$ cat config.mk
export PLATFORM = sky130hd
export DESIGN_NAME = vdr_reaction_ctrl
export DESIGN_NICKNAME = d
export VERILOG_FILES = /design/src/rtl/vdr_pkg.sv /design/src/rtl/vdr_sync.sv /design/src/rtl/vdr_ctrl.sv /design/src/rtl/vdr_datapath.sv /design/src/rtl/vdr_reaction_ctrl.sv
export SDC_FILE = /design/constraint.sdc
export NUM_CORES = 1
export LEC_CHECK = 0
export BUFFER_PORTS_ARGS = -buffer_cell sky130_fd_sc_hd__buf_2
export CAP_MARGIN = 20
export CORE_MARGIN = 3
export CORE_UTILIZATION = 41
export CTS_BUF_LIST = sky130_fd_sc_hd__clkbuf_16
export DETAILED_ROUTE_END_ITERATION = 8
export PLACE_DENSITY = 0.71
export SLEW_MARGIN = 5
export SYNTH_ARGS = -nofsm -noshare
export SYNTH_HDL_FRONTEND = slang
export SYNTH_SLANG_ARGS = --single-unit
$ cat constraint.sdc
create_clock -name clk -period 1.5 [get_ports clk]
set_input_delay 0.15 -clock clk [delete_from_list [all_inputs] [get_ports clk]]
set_output_delay 0.15 -clock clk [all_outputs]
set_load 0.01 [all_outputs]
$ cat src/rtl/vdr_pkg.sv
package vdr_pkg;
  localparam int ADDR_W = 3;

  typedef enum logic [ADDR_W-1:0] {
    REG_RST_EN   = 3'd0,
    REG_RST_TYPE = 3'd1,
    REG_PEND     = 3'd2,
    REG_IRQ_EN   = 3'd3,
    REG_FAULT_EN = 3'd4
  } regSel_e;

  typedef struct packed {
    logic wrRstEn;
    logic wrRstType;
    logic clrPend;
    logic wrIrqEn;
    logic wrFaultEn;
    logic bootLoad;
  } ctrlStrobes_t;
endpackage

$ cat src/rtl/vdr_sync.sv
module vdr_sync #(
  parameter int NUM_DET = 8,
  parameter int STAGES  = 2
) (
  input  logic               clk,
  input  logic               rstN,
  input  logic [NUM_DET-1:0] rawFlag,
  output logic [NUM_DET-1:0] syncLvl,
  output logic [NUM_DET-1:0] riseEdge
);
  logic [NUM_DET-1:0] chain [STAGES];
  logic [NUM_DET-1:0] prevLvl;

  always_ff @(posedge clk or negedge rstN) begin
    if (!rstN) chain[0] <= '0;
    else       chain[0] <= rawFlag;
  end

  for (genvar s = 1; s < STAGES; s++) begin : g_stage
    always_ff @(posedge clk or negedge rstN) begin
      if (!rstN) chain[s] <= '0;
      else       chain[s] <= chain[s-1];
    end
  end

  always_ff @(posedge clk or negedge rstN) begin
    if (!rstN) prevLvl <= '0;
    else       prevLvl <= chain[STAGES-1];
  end

  assign syncLvl  = chain[STAGES-1];
  assign riseEdge = syncLvl & ~prevLvl;
endmodule

$ cat src/rtl/vdr_ctrl.sv
module vdr_ctrl
  import vdr_pkg::*;
(
  input  logic              busWrEn,
  input  logic [ADDR_W-1:0] busAddr,
  input  logic              bootLoad,
  output ctrlStrobes_t      strobes
);
  always_comb begin
    strobes          = '0;
    strobes.bootLoad = bootLoad;
    if (busWrEn) begin
      case (regSel_e'(busAddr))
        REG_RST_EN:   strobes.wrRstEn   = 1'b1;
        REG_RST_TYPE: strobes.wrRstType = 1'b1;
        REG_PEND:     strobes.clrPend   = 1'b1;
        REG_IRQ_EN:   strobes.wrIrqEn   = 1'b1;
        REG_FAULT_EN: strobes.wrFaultEn = 1'b1;
        default:      ;
      endcase
    end
  end
endmodule

$ cat src/rtl/vdr_datapath.sv
module vdr_datapath
  import vdr_pkg::*;
#(
  parameter int NUM_DET = 8
) (
  input  logic               clk,
  input  logic               rstN,
  input  ctrlStrobes_t       strobes,
  input  logic [NUM_DET-1:0] wrData,
  input  logic [ADDR_W-1:0]  rdAddr,
  input  logic [NUM_DET-1:0] bootEnable,
  input  logic [NUM_DET-1:0] syncLvl,
  input  logic [NUM_DET-1:0] riseEdge,
  output logic [NUM_DET-1:0] rdData,
  output logic               irq,
  output logic [NUM_DET-1:0] faultEvent,
  output logic               funcResetReq,
  output logic               destHold
);
  logic [NUM_DET-1:0] rstEnReg, rstTypeReg, pendReg, irqEnReg, faultEnReg, lockMask;
  logic [NUM_DET-1:0] clrMask;

  assign clrMask = strobes.clrPend ? wrData : '0;

  always_ff @(posedge clk or negedge rstN) begin
    if (!rstN) begin
      rstEnReg     <= '0;
      rstTypeReg   <= '1;
      pendReg      <= '0;
      irqEnReg     <= '0;
      faultEnReg   <= '0;
      lockMask     <= '0;
      faultEvent   <= '0;
      funcResetReq <= 1'b0;
      destHold     <= 1'b0;
    end else begin
      if (strobes.bootLoad) begin
        lockMask <= bootEnable;
        rstEnReg <= rstEnReg | bootEnable;
      end else if (strobes.wrRstEn) begin
        rstEnReg <= wrData | lockMask;
      end
      if (strobes.wrRstType) rstTypeReg <= wrData;
      if (strobes.wrIrqEn)   irqEnReg   <= wrData;
      if (strobes.wrFaultEn) faultEnReg <= wrData;
      pendReg      <= (pendReg & ~clrMask) | riseEdge;
      faultEvent   <= riseEdge & faultEnReg;
      funcResetReq <= |(riseEdge & rstEnReg & ~rstTypeReg);
      destHold     <= |(syncLvl & rstEnReg & rstTypeReg);
    end
  end

  always_comb begin
    case (regSel_e'(rdAddr))
      REG_RST_EN:   rdData = rstEnReg;
      REG_RST_TYPE: rdData = rstTypeReg;
      REG_PEND:     rdData = pendReg;
      REG_IRQ_EN:   rdData = irqEnReg;
      REG_FAULT_EN: rdData = faultEnReg;
      default:      rdData = '0;
    endcase
  end

  assign irq = |(pendReg & irqEnReg);

  // every captured edge leaves its pending bit set
  a_r2_pend_captures: assert property (@(posedge clk) disable iff (!rstN)
    |riseEdge |=> ((pendReg & $past(riseEdge)) == $past(riseEdge)));

  // a fault pulse is always accompanied by its pending bit
  a_r9_fault_has_pending: assert property (@(posedge clk) disable iff (!rstN)
    (faultEvent & ~pendReg) == '0);

  // a locked detector never shows reset enable 0
  a_r3_lock_forces_one: assert property (@(posedge clk) disable iff (!rstN)
    (lockMask & ~rstEnReg) == '0);

  // functional request only from a detector set up for it
  a_r4_func_needs_enable: assert property (@(posedge clk) disable iff (!rstN)
    funcResetReq |-> |($past(rstEnReg) & ~$past(rstTypeReg)));

  // hold only from a detector set up for destructive reset
  a_r5_hold_needs_destructive: assert property (@(posedge clk) disable iff (!rstN)
    destHold |-> |($past(rstEnReg) & $past(rstTypeReg) & $past(syncLvl)));
endmodule

$ cat src/rtl/vdr_reaction_ctrl.sv
module vdr_reaction_ctrl
  import vdr_pkg::*;
#(
  parameter int NUM_DET     = 8,
  parameter int SYNC_STAGES = 2
) (
  input  logic               clk,
  input  logic               rstN,
  input  logic [NUM_DET-1:0] detFlag,
  input  logic               busWrEn,
  input  logic [ADDR_W-1:0]  busAddr,
  input  logic [NUM_DET-1:0] busWrData,
  output logic [NUM_DET-1:0] busRdData,
  input  logic               bootLoad,
  input  logic [NUM_DET-1:0] bootEnable,
  output logic               irq,
  output logic [NUM_DET-1:0] faultEvent,
  output logic               funcResetReq,
  output logic               destHold,
  output logic               resetPinN
);
  logic [NUM_DET-1:0] syncLvl, riseEdge;
  ctrlStrobes_t       strobes;

  vdr_sync #(.NUM_DET(NUM_DET), .STAGES(SYNC_STAGES)) uSync (
    .clk(clk), .rstN(rstN), .rawFlag(detFlag),
    .syncLvl(syncLvl), .riseEdge(riseEdge)
  );

  vdr_ctrl uCtrl (
    .busWrEn(busWrEn), .busAddr(busAddr), .bootLoad(bootLoad), .strobes(strobes)
  );

  vdr_datapath #(.NUM_DET(NUM_DET)) uData (
    .clk(clk), .rstN(rstN), .strobes(strobes), .wrData(busWrData),
    .rdAddr(busAddr), .bootEnable(bootEnable), .syncLvl(syncLvl),
    .riseEdge(riseEdge), .rdData(busRdData), .irq(irq),
    .faultEvent(faultEvent), .funcResetReq(funcResetReq), .destHold(destHold)
  );

  assign resetPinN = ~destHold;
endmodule

## After elaboration in Yosys (flattened, before gate mapping)

Index checks and enable logic that the tools add are counted.

- Memories kept: 0
- Output and inout port bits: 20
- Latch bits: 0
- Bits in read-only memories: 0
- RAM bits: 0
- Register bits: 82
- Input bits: 31

- Shift-type cells: 0
- Bitwise gates (word level): 15
- Equality and inequality tests: 4
- Reductions and logical operators: 5
- Divide/modulo/power cells: 0
- Add/sub/neg operators: 0
- Multiplexer cells: 10
- Multipliers: 0
- $lt $le $gt $ge: 0

Operators by type and width:

| operator | number |
|---|---|
| bitwise AND 8 bit | 8 |
| one-hot mux 8 bit (5 select lines) | 1 |
| 2-to-1 mux 8 bit | 3 |
| NOT 8 bit | 3 |
| OR 8 bit | 3 |
| OR reduction 8 bit | 3 |
| == test 3 x 2 -> 1 bit, second input constant | 2 |
| 2-to-1 mux 1 bit | 5 |
| 2-to-1 mux 5 bit | 1 |
| == test 3 x 1 -> 1 bit, second input constant | 1 |
| == test 3 bit, second input constant | 1 |
| zero test 3 bit | 1 |
| nonzero test 2 bit | 1 |
| NOT 1 bit | 1 |

## Logic depth before layout (Yosys ltp)

Gate-level depths: netlist (run 1).

- Word-level depth: 7
- Gate-level depth with buffers: 6
- Gate-level depth less buffers: 4

## Hierarchy

Synthesis (run 1) repeated with hierarchy kept, for this count alone.

- Cells, all modules: 266
- Area, all modules: 3547.2 um2

Modules (own cells, without submodules):

| module | area an instance (um2) | cells an instance | seq. area each (um2) | instances |
|---|---|---|---|---|
| vdr_datapath | 2701.3 | 219 | 1461.4 | 1 |
| vdr_sync | 770.7 | 40 | 600.6 | 1 |
| vdr_ctrl | 71.3 | 6 | 0.0 | 1 |
| vdr_reaction_ctrl | 3.8 | 1 | 0.0 | 1 |

## Worst setup path before layout (run 1)

No wires, ideal clock.

- Kind: in2reg
- From: input busAddr[0]
- To: register uData.faultEnReg[0]
- Setup slack: 332 ps
- Stages: 5
- Arrival time: 1043 ps
- Library setup time: 125 ps
- Required time: 1375 ps
- Path buffers: 2
- Path through: buf_6 nor2_8 and3_4 buf_6 mux2_4

- Longest elaborated chain between the ends: 3

Ends and longest elaborated chain:

| what | RTL line | source |
|---|---|---|
| start: declaration | vdr_reaction_ctrl.sv:11 | `input logic [ADDR_W-1:0] busAddr,` |
| == test 3 bit | vdr_ctrl.sv:13 | `case (regSel_e'(busAddr))` |
| 2-to-1 mux 1 bit | vdr_ctrl.sv:13 |  |
| 2-to-1 mux 5 bit | vdr_ctrl.sv:12 | `if (busWrEn) begin` |
| end signal: assignment | vdr_datapath.sv:45 | `if (strobes.wrFaultEn) faultEnReg <= wrData;` |
| end: declaration | vdr_datapath.sv:20 | `logic [NUM_DET-1:0] rstEnReg, rstTypeReg, pendReg, irqEnReg, faultEnReg, lockMask;` |

No other way between the ends.
A chain may end at the register's enable or synchronous reset.

## Final worst setup path (run 1)

- From: register uData.faultEnReg[0]
- To: output busRdData[0]

- Longest elaborated chain between the ends: 1

Ends and longest elaborated chain:

| what | RTL line | source |
|---|---|---|
| one-hot mux 8 bit (5 select lines) | vdr_datapath.sv:54 | `case (regSel_e'(rdAddr))` |
| end: declaration | vdr_reaction_ctrl.sv:13 | `output logic [NUM_DET-1:0] busRdData,` |

No other way between the ends.

==> run_results.csv, run 1 <==
group,metric,value,unit
clocking,cts.sinks,82,
timing,setup_ws,-0.1356,ns
critical_path,critical_path_class,"reg2out",
power_and_ir_drop,pwr_density_cell,1303,mW/mm²
critical_path,ff2ff_path_depth,6,
timing,final_hold_viol_count,0,
synth,syn_nets,292,
detailed_routing,wl,8.227,mm
power_and_ir_drop,p_leak,2.076,nW
synth,yosys.cell_types.count,42,
layout,antenna_cells,0,
placed_design,port_buffers,50,
timing,maxSlewViolCount,0,
synth,synth_common_cells,"dfrtp_1 (74), mux2_2 (28), nor2_1 (16), mux2i_1 (10), nand2_1 (10)",
timing,slew_headroom,59.73,%
clocking,clk_pin_slew,0.06,ns
synth,ys_ff_latch,82,
critical_path,ff2ff_setup_slack,0.03,ns
detailed_routing,drt_iter0_drc,167,
critical_path,crit_family,"flip-flops",
power_and_ir_drop,total_power,0.005892,W
worst_hold_path,worstHoldPathType,"in2reg",
run_status,status,"finished, violations left",
detailed_routing,firstDrtPassIters,4,
critical_path,startpoint_type,"flip-flop",
synth,syn_avg_cell_area,13.43,µm²
synth,ys.flop_type,"dfrtp_1",
layout,fin_cells,463,
synth,async_flop_share,100.0,%
layout,area_delta_synth_final,29.02,%
placed_design,dp_cells,420,
die,start_util,42.45,%
detailed_routing,avgRoutedWirePerCell,17.77,µm
critical_path,crit_required,1.35,ns
critical_path,crit_start,"uData.faultEnReg[0]",
worst_hold_path,worstHoldPathCells,2,
global_routing,grt_max_degree,33,
placed_design,dp_hpwl,5.643,mm
synth,synth.most_common_cell,"dfrtp_1",
global_routing,grt_pass1_vias,2467,
global_routing,track_usage,18.05,%
critical_path,path_buf_inv,1,
placed_design,placed_area,0.003955,mm²
timing,period_needed,1.636,ns
critical_path,slowest_delay,0.39,ns
timing,clock_skew,0.004166,ns
synth,synth.area.top_cells,"dfrtp_1 (53%), mux2_2 (9.0%), dfstp_2 (6.0%)",
die,core_area,0.008258,mm²
synth,ys.warnings.count,0,
global_routing,grt_pass1_wl,13.34,mm
timing,clock.fmax,611.4,MHz
timing,grt_setup_unrepaired,"true",
synth,seq_area_frac_synth,58.82,%
critical_path,worstPathArrival,1.49,ns
clocking,htreeDepth,3,
die,io_pins,51,
synth,synth_top_area_share,52.82,%
critical_path,crit_chain,"mux2_4 > a221o_1 > buf_2",
critical_path,r2r-start,"uData.rstEnReg[1]",
layout,fin_area,0.004523,mm²
detailed_routing,vias,2458,
critical_path,cp_max_fo,2,
clocking,cts_buffers,9,
critical_path,end_kind,"output port",
die,die_w,98.47,µm
timing,setup_viol_count_final,7,
detailed_routing,via_per_inst,5.309,
critical_path,slowest_stage,"dfrtp_1",
synth,yosysTopAreaCell,"dfrtp_1",
layout,drive_gt1_share,41.90,%
worst_hold_path,hp-start,"bootEnable[0]",
worst_hold_path,holdPathEnd,"uData.lockMask[0]",
detailed_routing,post-route-drc-count,0,
clocking,clockRootBuffer,"clkbuf_16",
timing,fin_crit_sh,109.0,%
flow_run,maxCapViolCount,0,
die,die_area,0.009696,mm²
power_and_ir_drop,peakVddDrop,509.5,µV
critical_path,timing.rr.end,"uData.destHold",
placed_design,place.gp.congestion,0.8159,
die,fp-row-count,33,
run_status,violations,"negative setup slack",
detailed_routing,ant_nets,0,
clocking,cts_tree,"built",
die,die-height,98.47,µm
layout,nets,384,
global_routing,antenna_found_initial,0,
clocking,clock_latency,0.34,ns
synth,synth-edff-count,0,
global_routing,gr-total-overflow,0,
synth,syn_area,0.003506,mm²
timing,worst_slew_pin_slew,0.6040,ns
clocking,cts_buffer_depth,2,
synth,synthCells,261,
routing by layer:
metal / part of all wire (%) / global-route usage [%] / wire length (µm)
met4: 2.6 / 7.248 / 212
met5: 0 / 0 / 0
met3: 6.2 / 5.591 / 507
met1: 43 / 24.13 / 3555
met2: 48 / 27.56 / 3952
what timing repair did:
| action | CTS | global route |
|---|---|---|
| endpoints found under the hold margin | 29 | 0 |
| setup endpoints to repair | 8 | 9 |
| resized for setup | 3 | 5 |
| pin swaps | 0 | 3 |
| cloned | 0 | 0 |
| hold buffers | 9 | 0 |
| setup buffers | 12 | 6 |
final cells by class:
class / instances / area [µm²]
Fill cell: 702 / 3735
Sequential cell: 82 / 2062
Multi-Input combinational cell: 163 / 1376
Timing Repair Buffer: 90 / 616.8
Clock buffer: 9 / 225.2
Tap cell: 105 / 131.4
Clock inverter: 7 / 85.08
Inverter: 7 / 26.28
cell usage in the layout (no fill, tap or decap), types with 2 or more instances in the layout:
cell type       n
dfrtp_1        74
buf_2          49
buf_4          28
mux2_2         23
nor2_1         16
mux2_4         13
nand2_1        10
mux2i_1        10
inv_1           9
nor3_1          9
nor4_1          9
clkbuf_16       9
dlygate4sd3_1   9
a211oi_1        8
dfstp_2         8
and3_1          7
a221o_1         6
a22o_1          5
nor4bb_1        5
nand3_1         4
nor2b_1         3
a21o_1          3
and2_1          3
nand4_1         3
buf_12          3
nand2b_1        2
nor2_8          2
a31oi_1         2
nand3b_1        2
a22oi_2         2
a22oi_1         2
mux2_1          2
bufinv_16       2
report_power, final:
part	internal, W	switching [W]
logic	0.000530	0.000409
registers	0.00250	0.000171
clock network	0.00144	0.000845
logic make-up after synthesis:
kind of cell	synth area share (%)
mux	15.92
simple gates	15.10
flops	58.82
compound gates	7.423
buf+inv	2.748
sequential cells by signal (all words and copies together) (netlist names):
register and flops:
uData.lockMask 8, uData.rstEnReg 8, uSync.syncLvl 8, uData.faultEnReg 8, uData.rstTypeReg 8, uData.funcResetReq 1, uData.destHold 1, uData.irqEnReg 8
uData.pendReg 8, uSync.prevLvl 8, uSync.chain 8, uData.faultEvent 8
worst max path at each step:
stage               depth (start not counted)                  end  slack (ns)
finish                                      3         busRdData[0]       -0.14
detailed placement                          5         busRdData[7]        0.06
CTS                                         3         busRdData[7]       -0.12
global placement                            5         busRdData[7]        0.09
global route                                3         busRdData[7]       -0.18
floorplan                                   5  uData.faultEnReg[0]        0.33
stage by stage:
step                setup WS (ns)  TNS, ns  utilization [%]  hold slack [ns]
finish                    -0.1356  -0.6237            54.77          0.05773
global route              -0.1801  -0.9784            54.77          0.06146
CTS                       -0.1239  -0.6386            53.98          0.05055
detailed placement        0.06071        0            47.89          0.08397
global placement          0.08544        0            47.89          0.08531
floorplan                  0.3321        0                -          -0.1456
Note: power is estimated with default switching activity, not from simulation.
==> inputs of run 2 (changes only) <==
--- a/config.mk
+++ b/config.mk
@@ -5,13 +5,13 @@
 export SDC_FILE = /design/constraint.sdc
 export NUM_CORES = 1
 export LEC_CHECK = 0
-export BUFFER_PORTS_ARGS = -buffer_cell sky130_fd_sc_hd__buf_2
 export CAP_MARGIN = 20
 export CORE_MARGIN = 3
 export CORE_UTILIZATION = 41
 export CTS_BUF_LIST = sky130_fd_sc_hd__clkbuf_16
 export DETAILED_ROUTE_END_ITERATION = 8
-export PLACE_DENSITY = 0.71
+export DONT_BUFFER_PORTS = 1
+export PLACE_DENSITY = 0.66
 export SLEW_MARGIN = 5
 export SYNTH_ARGS = -nofsm -noshare
 export SYNTH_HDL_FRONTEND = slang
==> constraint.sdc (replaced) <==
create_clock -name clk -period 1.5 [get_ports clk]
set_input_delay 0.075 -clock clk [delete_from_list [all_inputs] [get_ports clk]]
set_output_delay 0.075 -clock clk [all_outputs]
set_load 0.01 [all_outputs]
==> run_results.csv, run 2 (synthesized netlist as in run 1, its figures left out) <==
group,metric,value,unit
global_routing,gr-total-overflow,0,
timing,worst_slew_pin_slew,0.9158,ns
die,core_area,0.008258,mm²
timing,setup_viol_count_final,0,
global_routing,track_usage,17.66,%
timing,tns,0,ns
run_status,violations,"negative hold slack",
run_status,status,"finished, violations left",
detailed_routing,firstDrtPassIters,4,
detailed_routing,via_per_inst,5.593,
layout,drive_gt1_share,24.67,%
timing,maxSlewViolCount,0,
timing,fin_crit_sh,98.07,%
timing,final_hold_viol_count,82,
die,start_util,42.45,%
die,io_pins,51,
timing,slew_headroom,38.74,%
power_and_ir_drop,internal-power,0.003959,W
power_and_ir_drop,combPwrFrac,11.8,%
critical_path,crit_required,1.42,ns
power_and_ir_drop,total_power,0.005259,W
clocking,cts_buffers,9,
placed_design,port_buffers,0,
detailed_routing,drt_iter0_drc,81,
detailed_routing,wl,8.214,mm
detailed_routing,ant_nets,0,
worst_hold_path,worstHoldPathType,"in2async",
timing,setup_ws,0.02899,ns
die,die_w,98.47,µm
power_and_ir_drop,p_leak,1.759,nW
power_and_ir_drop,peakVddDrop,728.9,µV
layout,mostFrequentLayoutCells,"dfrtp_1 (73), mux2_2 (27), dlygate4sd3_1 (25), nor2_1 (16)",
die,fp-row-count,33,
clocking,clock_latency,0.33,ns
global_routing,grt_pass1_vias,2286,
global_routing,grt_max_degree,83,
critical_path,startpoint_type,"flip-flop",
clocking,ctsHoldBuffers,25,
clocking,clk_pin_slew,0.06,ns
power_and_ir_drop,pwr-share-clk,36.5,%
placed_design,dpl_worst_slack,0.3340,ns
timing,hold_ws,-0.5662,ns
clocking,cts_buffer_depth,2,
clocking,cts.sinks,82,
power_and_ir_drop,power_frac_seq,51.7,%
global_routing,grt_pass1_wl,13.09,mm
clocking,clockRootBuffer,"clkbuf_16",
power_and_ir_drop,p_switching,0.001300,W
timing,period_needed,1.471,ns
flow_run,maxCapViolCount,0,
layout,fin_util,50.05,%
critical_path,end_kind,"output port",
layout,mostFrequentLayoutCell,"dfrtp_1",
detailed_routing,avgRoutedWirePerCell,20.28,µm
layout,nets,326,
global_routing,antenna_found_initial,0,
timing,clock.fmax,679.8,MHz
critical_path,worstPathArrival,1.40,ns
clocking,htreeDepth,3,
layout,area_delta_synth_final,17.88,%
placed_design,dp_hpwl,5.421,mm
power_and_ir_drop,pwr_density_cell,1272,mW/mm²
clocking,cts_tree,"built",
critical_path,cp_max_fo,3,
detailed_routing,vias,2265,
layout,nFillCells,741,
detailed_routing,post-route-drc-count,0,
critical_path,critical_path_class,"reg2out",
die,die-height,98.47,µm
power_and_ir_drop,netSwitchingFraction,24.71,%
layout,antenna_cells,0,
timing,grt_setup_unrepaired,"true",
timing,clock_skew,0.007427,ns
placed_design,place.gp.congestion,0.7857,
die,die_area,0.009696,mm²
## run 2: cell types whose count changed in the layout (fill, tap and decap cells not counted), sizes merged
cell and delta:
dlygate4sd3 +16, clkinv +1, buf -74, bufinv -2, clkinvlp +1
## run 2: metrics by stage
step / std cells / instance area (µm²)
2_1_floorplan: 261 / 3506
3_3_place_gp: 357 / 3567
3_5_place_dp: 357 / 3567
4_1_cts: 400 / 4090
5_1_grt: 405 / 4133
6_report: 405 / 4133
## run 2: path summary, 6_finish.rpt
| check | startpoint | end | slack [ns] | depth (start not counted) |
|---|---|---|---|---|
| max reg2reg | uData.rstEnReg[6] | uData.funcResetReq | 0.30 | 4 |
| max in group asynchronous | rstN | uData.rstTypeReg[3] | 1.85 | 0 |
| min | rstN | uSync.syncLvl[4] | -0.57 | 0 |
| min in group clk | busAddr[1] | uData.rstTypeReg[7] | 0.02 | 2 |
| max | uData.rstEnReg[7] | busRdData[7] | 0.03 | 2 |
| min reg2reg | uSync.chain[9] | uSync.syncLvl[1] | 0.35 | 0 |
## run 2: final cells by class
class | instances | area (µm²) | area share (%)
Clock inverter | 7 | 32.53 | 0.7872
Inverter | 7 | 26.28 | 0.6358
Tap cell | 105 | 131.4 | 3.179
Multi-Input combinational cell | 163 | 1351 | 32.70
Timing Repair Buffer | 32 | 302.8 | 7.327
Sequential cell | 82 | 2063 | 49.92
Clock buffer | 9 | 225.2 | 5.450
## run 2: routing by layer
metal / part of all wire, % / track usage [%] / vias to the layer above
met1: 43 / 24.55 / 1154
li1: - / - / 1023
met4: 1.1 / 4.097 / 0
met3: 8.1 / 5.945 / 9
met5: 0 / 0 / -
met2: 48 / 27.04 / 79
## run 2: critical path: stages (launching register included)
cell     delay, ns
dfrtp_2       0.41
mux2_2        0.26
a221o_1       0.39
## run 2: what timing repair did
action,4_1_cts,5_1_grt
gates cloned,0,0
hold endpoints to repair,138,82
pin swaps,2,3
buffers inserted,2,5
gates resized for setup,0,2
endpoints found under the setup margin,2,4
## run 2: power by group through the flow
stage               clock network, W  registers (W)  logic (W)
floorplan                          0        0.00267   0.000495
global placement                   0        0.00275   0.000524
detailed placement                 0        0.00275   0.000533
CTS                          0.00196        0.00271   0.000618
global route                 0.00203        0.00275   0.000678
finish                       0.00192        0.00272   0.000619
==> inputs of run 3 (changes only) <==
--- a/config.mk
+++ b/config.mk
@@ -6,12 +6,13 @@
 export NUM_CORES = 1
 export LEC_CHECK = 0
 export CAP_MARGIN = 20
-export CORE_MARGIN = 3
+export CORE_MARGIN = 2
 export CORE_UTILIZATION = 41
 export CTS_BUF_LIST = sky130_fd_sc_hd__clkbuf_16
 export DETAILED_ROUTE_END_ITERATION = 8
 export DONT_BUFFER_PORTS = 1
 export PLACE_DENSITY = 0.66
+export SKIP_CTS_REPAIR_TIMING = 1
 export SLEW_MARGIN = 5
 export SYNTH_ARGS = -nofsm -noshare
 export SYNTH_HDL_FRONTEND = slang
==> constraint.sdc (replaced) <==
create_clock -name clk -period 1.56 [get_ports clk]
set_input_delay 0.078 -clock clk [delete_from_list [all_inputs] [get_ports clk]]
set_output_delay 0.078 -clock clk [all_outputs]
set_load 0.01 [all_outputs]
==> run_results.csv, run 3 (synthesized netlist as in run 1, its figures left out) <==
group,metric,value,unit
power_and_ir_drop,internal-power,0.004133,W
detailed_routing,vias,2299,
detailed_routing,avgRoutedWirePerCell,20.56,µm
critical_path,crit_start,"uData.rstEnReg[0]",
global_routing,gr-total-overflow,0,
timing,grt_setup_unrepaired,"false",
die,start_util,42.45,%
clocking,clk_pin_slew,0.06,ns
detailed_routing,wl,8.183,mm
clocking,cts.sinks,82,
global_routing,antenna_found_initial,0,
layout,antenna_cells,0,
power_and_ir_drop,p_leak,1.744,nW
timing,tns,0,ns
critical_path,ff2ff_setup_slack,0.42,ns
detailed_routing,via_per_inst,5.776,
timing,slew_headroom,50.51,%
die,io_pins,51,
timing,hold_ws,-0.5642,ns
power_and_ir_drop,combPwrFrac,10.8,%
placed_design,place.gp.congestion,0.7884,
clocking,cts_buffers,9,
power_and_ir_drop,total_power,0.005381,W
global_routing,grt_pass1_wl,12.31,mm
timing,worst_slew_pin_slew,0.7399,ns
die,core_area,0.008258,mm²
clocking,clockRootBuffer,"clkbuf_16",
clocking,clock_latency,0.33,ns
power_and_ir_drop,power_frac_seq,48.6,%
layout,nFillCells,738,
layout,multiInputGateArea,0.001348,mm²
layout,fin_area,0.004128,mm²
critical_path,ff2ff_path_depth,4,
layout,nets,319,
critical_path,critical_path_class,"reg2out",
timing,clock_skew,0.007400,ns
layout,area_delta_synth_final,17.74,%
clocking,cts_tree,"built",
detailed_routing,drt_iter0_drc,178,
timing,setup_viol_count_final,0,
detailed_routing,post-route-drc-count,0,
clocking,htreeDepth,3,
timing,final_hold_viol_count,87,
layout,seq_area,0.002062,mm²
layout,mostFrequentLayoutCell,"dfrtp_1",
layout,mostFrequentLayoutCells,"dfrtp_1 (74), mux2_2 (28), dlygate4sd3_1 (25), nor2_1 (16)",
worst_hold_path,worstHoldPathType,"in2async",
die,die-height,96.47,µm
power_and_ir_drop,pwr_density_cell,1304,mW/mm²
critical_path,crit_required,1.48,ns
detailed_routing,firstDrtPassIters,4,
timing,setup_ws,0.05251,ns
detailed_routing,ant_nets,0,
run_status,violations,"negative hold slack",
placed_design,dp_hpwl,5.393,mm
die,die_area,0.009306,mm²
critical_path,timing.rr.end,"uData.destHold",
global_routing,grt_pass1_vias,2201,
run_status,status,"finished, violations left",
clocking,cts_buffer_depth,2,
power_and_ir_drop,p_switching,0.001248,W
global_routing,grt_max_degree,83,
global_routing,track_usage,18.59,%
flow_run,maxCapViolCount,0,
timing,period_needed,1.507,ns
critical_path,crit_path_end,"busRdData[0]",
critical_path,worstPathArrival,1.43,ns
critical_path,startpoint_type,"flip-flop",
critical_path,cp_max_fo,5,
timing,fin_crit_sh,96.63,%
critical_path,end_kind,"output port",
critical_path,r2r-start,"uData.rstEnReg[7]",
layout,drive_gt1_share,22.87,%
timing,clock.fmax,663.4,MHz
power_and_ir_drop,pwr-share-clk,40.6,%
power_and_ir_drop,peakVddDrop,616.2,µV
power_and_ir_drop,netSwitchingFraction,23.20,%
timing,maxSlewViolCount,0,
die,fp-row-count,33,
placed_design,placed_area,0.003567,mm²
placed_design,dpl_worst_slack,0.4035,ns
placed_design,port_buffers,0,
die,die_w,96.47,µm
run 3: how the worst min path moves through the flow:
| stage | startpoint | to | slack, ns | depth (start not counted) |
|---|---|---|---|---|
| 6_report | rstN | uData.faultEvent[1] | -0.56 | 0 |
| 5_1_grt | rstN | uSync.prevLvl[4] | -0.58 | 0 |
| 4_1_cts | rstN | uData.faultEvent[1] | -0.58 | 0 |
| 3_5_place_dp | rstN | uData.faultEvent[1] | -0.22 | 0 |
| 3_3_place_gp | rstN | uData.faultEvent[1] | -0.21 | 0 |
| 2_1_floorplan | rstN | uData.destHold | -0.22 | 0 |
run 3: layout make-up:
| class | instances | area share, % |
|---|---|---|
| clock buffer | 9 | 5.456 |
| clock inverter | 7 | 2.061 |
| inverter | 7 | 0.6366 |
| multi-input combinational | 163 | 32.65 |
| sequential | 82 | 49.95 |
| tap | 105 | 3.183 |
| timing repair buffer | 25 | 6.062 |
run 3: power groups by stage:
stage | clock network (W) | registers (W) | logic (W)
6_report | 0.00219 | 0.00262 | 0.000579
5_1_grt | 0.00233 | 0.00265 | 0.000627
4_1_cts | 0.00224 | 0.00261 | 0.000515
3_5_place_dp | 0 | 0.00265 | 0.000514
3_3_place_gp | 0 | 0.00264 | 0.000502
2_1_floorplan | 0 | 0.00257 | 0.000476
run 3: through the flow:
stage          utilization (%)  instances
6_report                 49.98        398
2_1_floorplan                -        261
3_5_place_dp             43.20        357
3_3_place_gp             43.20        357
5_1_grt                  49.98        398
4_1_cts                  46.95        373
run 3: critical path: stages (launching register included):
cell,delay [ns]
dfrtp_1,0.44
mux2_2,0.29
a221o_1,0.37
run 3: per-layer routing:
| layer | vias to the layer above | GRT usage, % | wire (µm) |
|---|---|---|---|
| li1 | 1014 | - | - |
| met1 | 1197 | 23.64 | 3431 |
| met2 | 82 | 28.99 | 4038 |
| met3 | 6 | 6.982 | 630 |
| met4 | 0 | 7.042 | 82 |
| met5 | - | 0 | 0 |
